[config.mk]
export PLATFORM = sky130hd
export DESIGN_NAME = csum_framer
export DESIGN_NICKNAME = d
export VERILOG_FILES = /design/src/rtl/cf_pkg.sv /design/src/rtl/cf_sum_acc.sv /design/src/rtl/cf_len_check.sv /design/src/rtl/cf_tx_path.sv /design/src/rtl/cf_rx_path.sv /design/src/rtl/csum_framer.sv
export SDC_FILE = /design/constraint.sdc
export NUM_CORES = 1
export LEC_CHECK = 0
export ABC_AREA = 1
export BUFFER_PORTS_ARGS = -buffer_cell sky130_fd_sc_hd__buf_2
export CAP_MARGIN = 25
export CORE_MARGIN = 2
export CORE_UTILIZATION = 24
export CTS_BUF_LIST = sky130_fd_sc_hd__clkbuf_8
export DETAILED_ROUTE_END_ITERATION = 10
export SYNTH_ARGS = -nofsm -noshare
export SYNTH_HDL_FRONTEND = slang
export SYNTH_SLANG_ARGS = --single-unit
[constraint.sdc]
create_clock -name clk -period 2.77 [get_ports clk]
set_clock_uncertainty 0.2 [all_clocks]
set_input_delay 0.277 -clock clk [delete_from_list [all_inputs] [get_ports clk]]
set_output_delay 0.277 -clock clk [all_outputs]
set_load 0.1 [all_outputs]
[src/rtl/cf_pkg.sv]
package cf_pkg;

   typedef enum logic [1:0] {
      PH_IDLE = 2'd0,
      PH_DATA = 2'd1,
      PH_CKS  = 2'd2
   } cf_phase_t;

endpackage

[src/rtl/cf_sum_acc.sv]
module cf_sum_acc #(
   parameter int DATA_W = 8
) (
   input  logic              clk,
   input  logic              rst_n,
   input  logic              clr,
   input  logic              add,
   input  logic [DATA_W-1:0] din,
   output logic [DATA_W-1:0] sum
);

   logic [DATA_W-1:0] acc_q;

   // carries beyond DATA_W bits fall off: modular sum
   always_ff @(posedge clk or negedge rst_n) begin
      if (!rst_n)
         acc_q <= '0;
      else if (clr)
         acc_q <= '0;
      else if (add)
         acc_q <= acc_q + din;
   end

   assign sum = acc_q;

endmodule

[src/rtl/cf_len_check.sv]
module cf_len_check #(
   parameter int MAX_LEN = 32,
   parameter int LEN_W   = 6
) (
   input  logic [LEN_W-1:0] len,
   input  logic             csum_en,
   output logic             legal,
   output logic [LEN_W-1:0] width
);

   localparam logic [LEN_W-1:0] LimPlain = LEN_W'(MAX_LEN);
   localparam logic [LEN_W-1:0] LimCsum  = LEN_W'(MAX_LEN - 1);

   logic [LEN_W-1:0] limit;

   assign limit = csum_en ? LimCsum : LimPlain;
   assign legal = (len != '0) && (len <= limit);
   assign width = len + LEN_W'(csum_en);

   always_comb begin
      if (legal) begin
         a_r7_width_fits: assert (width <= LimPlain && width >= len)
            else $error("pipe width out of buffer range");
      end
   end

endmodule

[src/rtl/cf_tx_path.sv]
module cf_tx_path
   import cf_pkg::*;
#(
   parameter int DATA_W = 8,
   parameter int LEN_W  = 6
) (
   input  logic              clk,
   input  logic              rst_n,
   input  logic              start,
   input  logic [LEN_W-1:0]  cfg_len,
   input  logic              cfg_en,
   input  logic              cfg_ok,
   input  logic              in_valid,
   input  logic [DATA_W-1:0] in_data,
   output logic              in_ready,
   output logic              out_valid,
   output logic [DATA_W-1:0] out_data,
   input  logic              out_ready,
   output logic              busy,
   output logic              rej
);

   cf_phase_t         phase_q;
   logic [LEN_W-1:0]  cnt_q;
   logic [LEN_W-1:0]  len_q;
   logic              en_q;
   logic              rej_q;
   logic              start_go;
   logic              fire;
   logic              last;
   logic [DATA_W-1:0] sum;

   assign start_go = start && (phase_q == PH_IDLE) && cfg_ok;
   assign fire     = (phase_q == PH_DATA) && in_valid && out_ready;
   assign last     = (cnt_q == len_q - LEN_W'(1));

   cf_sum_acc #(.DATA_W(DATA_W)) u_acc (
      .clk  (clk),
      .rst_n(rst_n),
      .clr  (start_go),
      .add  (fire),
      .din  (in_data),
      .sum  (sum)
   );

   always_ff @(posedge clk or negedge rst_n) begin
      if (!rst_n) begin
         phase_q <= PH_IDLE;
         cnt_q   <= '0;
         len_q   <= '0;
         en_q    <= 1'b0;
         rej_q   <= 1'b0;
      end else begin
         rej_q <= start && (phase_q == PH_IDLE) && !cfg_ok;
         case (phase_q)
            PH_IDLE: begin
               if (start_go) begin
                  phase_q <= PH_DATA;
                  cnt_q   <= '0;
                  len_q   <= cfg_len;
                  en_q    <= cfg_en;
               end
            end
            PH_DATA: begin
               if (fire) begin
                  cnt_q <= cnt_q + LEN_W'(1);
                  if (last)
                     phase_q <= en_q ? PH_CKS : PH_IDLE;
               end
            end
            PH_CKS: begin
               if (out_ready)
                  phase_q <= PH_IDLE;
            end
            default: phase_q <= PH_IDLE;
         endcase
      end
   end

   assign in_ready  = (phase_q == PH_DATA) && out_ready;
   assign out_valid = ((phase_q == PH_DATA) && in_valid) || (phase_q == PH_CKS);
   assign out_data  = (phase_q == PH_CKS) ? sum : in_data;
   assign busy      = (phase_q != PH_IDLE);
   assign rej       = rej_q;

   a_r2_cnt_bound: assert property (@(posedge clk) disable iff (!rst_n)
      (phase_q == PH_DATA) |-> (cnt_q < len_q))
      else $error("transmit count passed frame length");

   a_r9_hold_cks: assert property (@(posedge clk) disable iff (!rst_n)
      (phase_q == PH_CKS && !out_ready) |=> (out_valid && $stable(out_data)))
      else $error("checksum byte dropped under backpressure");

   a_r6_quiet_idle: assert property (@(posedge clk) disable iff (!rst_n)
      rej_q |-> (!out_valid && !in_ready))
      else $error("refused frame moved data");

endmodule

[src/rtl/cf_rx_path.sv]
module cf_rx_path
   import cf_pkg::*;
#(
   parameter int DATA_W = 8,
   parameter int LEN_W  = 6
) (
   input  logic              clk,
   input  logic              rst_n,
   input  logic              start,
   input  logic [LEN_W-1:0]  cfg_len,
   input  logic              cfg_en,
   input  logic              cfg_ok,
   input  logic              in_valid,
   input  logic [DATA_W-1:0] in_data,
   output logic              out_valid,
   output logic [DATA_W-1:0] out_data,
   output logic              res_valid,
   output logic              res_ok,
   output logic              busy,
   output logic              rej
);

   cf_phase_t         phase_q;
   logic [LEN_W-1:0]  cnt_q;
   logic [LEN_W-1:0]  len_q;
   logic              en_q;
   logic              rej_q;
   logic              resv_q;
   logic              resok_q;
   logic              start_go;
   logic              take;
   logic              last;
   logic [DATA_W-1:0] sum;

   assign start_go = start && (phase_q == PH_IDLE) && cfg_ok;
   assign take     = (phase_q == PH_DATA) && in_valid;
   assign last     = (cnt_q == len_q - LEN_W'(1));

   cf_sum_acc #(.DATA_W(DATA_W)) u_acc (
      .clk  (clk),
      .rst_n(rst_n),
      .clr  (start_go),
      .add  (take),
      .din  (in_data),
      .sum  (sum)
   );

   always_ff @(posedge clk or negedge rst_n) begin
      if (!rst_n) begin
         phase_q <= PH_IDLE;
         cnt_q   <= '0;
         len_q   <= '0;
         en_q    <= 1'b0;
         rej_q   <= 1'b0;
         resv_q  <= 1'b0;
         resok_q <= 1'b0;
      end else begin
         rej_q <= start && (phase_q == PH_IDLE) && !cfg_ok;
         case (phase_q)
            PH_IDLE: begin
               if (start_go) begin
                  phase_q <= PH_DATA;
                  cnt_q   <= '0;
                  len_q   <= cfg_len;
                  en_q    <= cfg_en;
                  resv_q  <= 1'b0;
                  resok_q <= 1'b0;
               end
            end
            PH_DATA: begin
               if (take) begin
                  cnt_q <= cnt_q + LEN_W'(1);
                  if (last) begin
                     if (en_q) begin
                        phase_q <= PH_CKS;
                     end else begin
                        phase_q <= PH_IDLE;
                        resv_q  <= 1'b1;
                        resok_q <= 1'b1;
                     end
                  end
               end
            end
            PH_CKS: begin
               if (in_valid) begin
                  phase_q <= PH_IDLE;
                  resv_q  <= 1'b1;
                  resok_q <= (sum == in_data);
               end
            end
            default: phase_q <= PH_IDLE;
         endcase
      end
   end

   assign out_valid = take;
   assign out_data  = in_data;
   assign res_valid = resv_q;
   assign res_ok    = resok_q;
   assign busy      = (phase_q != PH_IDLE);
   assign rej       = rej_q;

   a_r8_result_held: assert property (@(posedge clk) disable iff (!rst_n)
      (resv_q && !start_go) |=> (resv_q && $stable(resok_q)))
      else $error("receive result lost before next frame");

   a_r4_pass_when_off: assert property (@(posedge clk) disable iff (!rst_n)
      (resv_q && !en_q) |-> resok_q)
      else $error("failure reported with checksum off");

   a_r8_idle_with_result: assert property (@(posedge clk) disable iff (!rst_n)
      resv_q |-> (phase_q == PH_IDLE))
      else $error("result valid during a frame");

endmodule

[src/rtl/csum_framer.sv]
module csum_framer #(
   parameter int DATA_W  = 8,
   parameter int MAX_LEN = 32,
   parameter int LEN_W   = $clog2(MAX_LEN + 1)
) (
   input  logic              clk,
   input  logic              rst_n,
   input  logic [LEN_W-1:0]  cfg_len,
   input  logic              cfg_csum_en,
   output logic              cfg_bad,
   output logic [LEN_W-1:0]  pipe_width,
   input  logic              tx_start,
   input  logic              tx_in_valid,
   input  logic [DATA_W-1:0] tx_in_data,
   output logic              tx_in_ready,
   output logic              tx_out_valid,
   output logic [DATA_W-1:0] tx_out_data,
   input  logic              tx_out_ready,
   output logic              tx_busy,
   output logic              tx_reject,
   input  logic              rx_start,
   input  logic              rx_in_valid,
   input  logic [DATA_W-1:0] rx_in_data,
   output logic              rx_out_valid,
   output logic [DATA_W-1:0] rx_out_data,
   output logic              rx_res_valid,
   output logic              rx_res_ok,
   output logic              rx_busy,
   output logic              rx_reject
);

   generate
      if (MAX_LEN < 2) begin : g_chk_len
         $fatal(1, "MAX_LEN must leave room for a checksum byte");
      end
      if ((1 << LEN_W) <= MAX_LEN) begin : g_chk_lenw
         $fatal(1, "LEN_W too narrow for MAX_LEN");
      end
      if (DATA_W < 1) begin : g_chk_dw
         $fatal(1, "DATA_W must be positive");
      end
   endgenerate

   logic len_ok;

   cf_len_check #(.MAX_LEN(MAX_LEN), .LEN_W(LEN_W)) u_len (
      .len    (cfg_len),
      .csum_en(cfg_csum_en),
      .legal  (len_ok),
      .width  (pipe_width)
   );

   assign cfg_bad = !len_ok;

   cf_tx_path #(.DATA_W(DATA_W), .LEN_W(LEN_W)) u_tx (
      .clk      (clk),
      .rst_n    (rst_n),
      .start    (tx_start),
      .cfg_len  (cfg_len),
      .cfg_en   (cfg_csum_en),
      .cfg_ok   (len_ok),
      .in_valid (tx_in_valid),
      .in_data  (tx_in_data),
      .in_ready (tx_in_ready),
      .out_valid(tx_out_valid),
      .out_data (tx_out_data),
      .out_ready(tx_out_ready),
      .busy     (tx_busy),
      .rej      (tx_reject)
   );

   cf_rx_path #(.DATA_W(DATA_W), .LEN_W(LEN_W)) u_rx (
      .clk      (clk),
      .rst_n    (rst_n),
      .start    (rx_start),
      .cfg_len  (cfg_len),
      .cfg_en   (cfg_csum_en),
      .cfg_ok   (len_ok),
      .in_valid (rx_in_valid),
      .in_data  (rx_in_data),
      .out_valid(rx_out_valid),
      .out_data (rx_out_data),
      .res_valid(rx_res_valid),
      .res_ok   (rx_res_ok),
      .busy     (rx_busy),
      .rej      (rx_reject)
   );

   a_r6_tx_reject_idle: assert property (@(posedge clk) disable iff (!rst_n)
      tx_reject |-> !tx_busy)
      else $error("transmit frame began on a refused start");

   a_r6_rx_reject_idle: assert property (@(posedge clk) disable iff (!rst_n)
      rx_reject |-> !rx_busy)
      else $error("receive frame began on a refused start");

endmodule

==> run metrics <==
Hold EP=u_tx.rej; Avg Inst Size Synth=7.73 µm²; Starting DRT DRC Count=128; PnR worst setup slack=291 ps; fill count=1,627; initial antenna violation count=0; Synth Area in Simple Gates=0.265; CTS tree=built; fmax=403 MHz; Tmin final=2480 ps; Max Root-Sink Buffers=2; GRT overflow=0; largest family of logic cells by synthesized area=simple AND/OR/NAND/NOR gates; ys async rst share=1.00; max-slew violation count=0; flop-to-flop setup slack=610 ps; gr usage total=0.105; slowest cell on the critical path=buf_2; Rel. slew slack=0.409; Port Buf Inserts=61; pre-CTS setup slack=409 ps; Post-Route WL=8.13 mm; final core utilization=0.284; Post-Layout Inst Area=4260 µm²; post-synthesis xor/xnor area fraction=0.0840; status=completed; n_diodes=0; # clock sinks=50; Hold/Removal Path Class=in2reg; MaxCap Viol Count=0; Layout area overhead=16.8%; Post-DP HPWL=6.41 mm; row count=45; TritonCTS Buffers=5; DR pass1 iterations=4; hold wc startpoint=tx_start; drt wl/cell=11.3 µm; share of post-route cells with drive strength above 1=0.186; post-route ant nets=0; # DRC=0; FF-to-FF path depth=10; Critical Path Most Common Cell=inv_1; vias in the first global route=2,951; synth warn=0; delay-heaviest family, CP=buffers and inverters; cells along the critical path=inv_1, ha_1, nand2_1, inv_1, buf_2; core area=15,000 µm²; CP peak stage delay=between 400 and 500 ps; full die area=about 16,000 µm²; Worst Hold Depth=3; CP max FO=9; r2r startpoint=u_rx.u_acc.sum[0]; placed cell areas=4130 µm²; Cell Pwr Density=982 nW/µm²; VDD IR max=around 670 µV; number of vias per cell=4.28; Tcrit/Tclk final=0.895; Worst setup EP type=output pin; R2R Path End=u_rx.u_acc.sum[6]; cell taking the most area after synthesis=dfrtp_1; top-count cell post-synth=nand2_1; post-synthesis adder-cell area fraction=0.114; synth top area cells=dfrtp_1, nand2_1, ha_1, inv_1, xor2_1; Final nets=594; Post-Syn Nets=approximately 530; setup bufs post-CTS=0; RSZ-0062 raised after global routing=false; Critical Setup Path Class=reg2out; latest clock arrival within the worst-skew pair=approximately 310 ps; htree depth=2; post-synthesis cell area=3650 µm²; CP Data Required Time=2290 ps; GPL Wtd Cong=between 0.8 and 0.9; complex-gate fraction of the synthesized area=0.108; measured slew at the worst slew-check pin=about 890 ps; Startpoint Class=flip-flop; mux share of post-synthesis cell area=0; clk slew on worst S/H paths=100 ps; Crit path buffers/inverters=3; Boundary Pins=62; Seq/Total Area, Yosys=0.343; Mapped Cells=472; first-pass GRT wire length=13.9 mm; Setup violations, final=0; Post-synth top cells=nand2_1, inv_1, dfrtp_1; Post-synth EDFFs=0; total power=4.19 mW; Arr. time, crit path=2000 ps; starting density of the core=0.243; Static Leak=2.22 nW; synthesized flop and latch total=50; Die Width=127 µm; CTS Root Cell=clkbuf_8; Vias=~3,100; post-synth top area share=0.343; Netlist cell types=39; pin count of the biggest net entering global routing=39; ys flop type=dfrtp_1; height of the die=127 µm; Hold Fails Final Rpt=0
[routing by layer]
layer  track usage  part of all wire  wire [µm]
met2         0.183              0.47       3850
met1         0.135              0.48       3920
met5             0                 0          0
met4        0.0233            0.0085         69
met3        0.0176             0.036        292
[cells in the final DEF (no fill, tap or decap), types with 2 or more instances in the layout]
cell	instances
nand2_1	122
xor2_1	22
nor2_2	3
clkbuf_8	6
a21boi_0	2
xnor2_1	13
nand2_2	4
nor3_1	4
fa_1	2
inv_1	53
nand3_2	2
o21ai_1	2
buf_4	5
nand3_1	37
nor2_1	29
a21oi_4	2
nand2_4	2
o22ai_1	4
ha_1	30
a21oi_1	18
nor4_1	2
nand4_1	3
inv_2	5
o21ai_0	35
buf_2	61
o21ai_2	2
dfrtp_1	50
[final cells by class]
type	instances	area, µm²	area share
clock inverter	2	38.8	0.00910
multi-input combinational	349	2080	0.488
tap	188	235	0.0552
timing repair buffer	67	353	0.0827
sequential	50	1250	0.293
inverter	59	221	0.0519
clock buffer	6	82.6	0.0194
[state kept, by name, summed over array words and instances (netlist names)]
name	cells
u_tx.rej	1
u_rx.rej	1
u_rx.len_q	6
u_rx.res_valid	1
u_rx.u_acc.sum	8
u_tx.en_q	1
u_rx.en_q	1
u_rx.phase_q	2
u_tx.phase_q	2
u_rx.cnt_q	6
u_tx.cnt_q	6
u_rx.res_ok	1
u_tx.len_q	6
u_tx.u_acc.sum	8
[how the worst max path moves through the flow]
stage,to,slack (ps),depth (start not counted),start
after floorplan,tx_out_data[0],-670,4,u_tx.phase_q[0]
after global placement,cfg_bad,400,10,cfg_csum_en
after detailed placement,cfg_bad,410,10,cfg_csum_en
after CTS,rx_out_valid,280,5,u_rx.phase_q[1]
after global routing,rx_out_valid,180,5,u_rx.phase_q[1]
final,rx_out_valid,290,5,u_rx.phase_q[1]
[repair_timing]
item | in CTS | in global routing
hold buffers | 1 | 0
gates resized for setup | 0 | 0
hold endpoints to repair | 36 | 0
[worst register-to-register path, stage by stage, from the launching register on]
cell,delay [ps]
dfrtp_1,400
ha_1,220
fa_1,410
a21oi_1,150
o21ai_0,150
nand2_1,100
nand2_1,50
a21oi_1,170
a21oi_1,80
o21ai_0,70
nand2_1,60
[metrics by stage]
step           TNS (ps)  hold slack, ps  std cells
2_1_floorplan     -4710            -219        472
3_3_place_gp          0             250        712
3_5_place_dp          0             257        712
4_1_cts               0            30.6        721
5_1_grt               0            57.2        721
6_report              0            48.7        721
[where the power goes]
part           internal [mW]  switching (mW)
sequential             0.988           0.254
clock                  0.297           0.261
combinational          0.752            1.63
total                   2.04            2.15
[kinds of logic after synthesis]
family / count (synthesis)
simple gates: 214
buf+inv: 73
compound gates: 68
flops: 50
xor+xnor: 35
fa+ha+maj: 32
No activity file was read; power rests on OpenSTA's default activity.
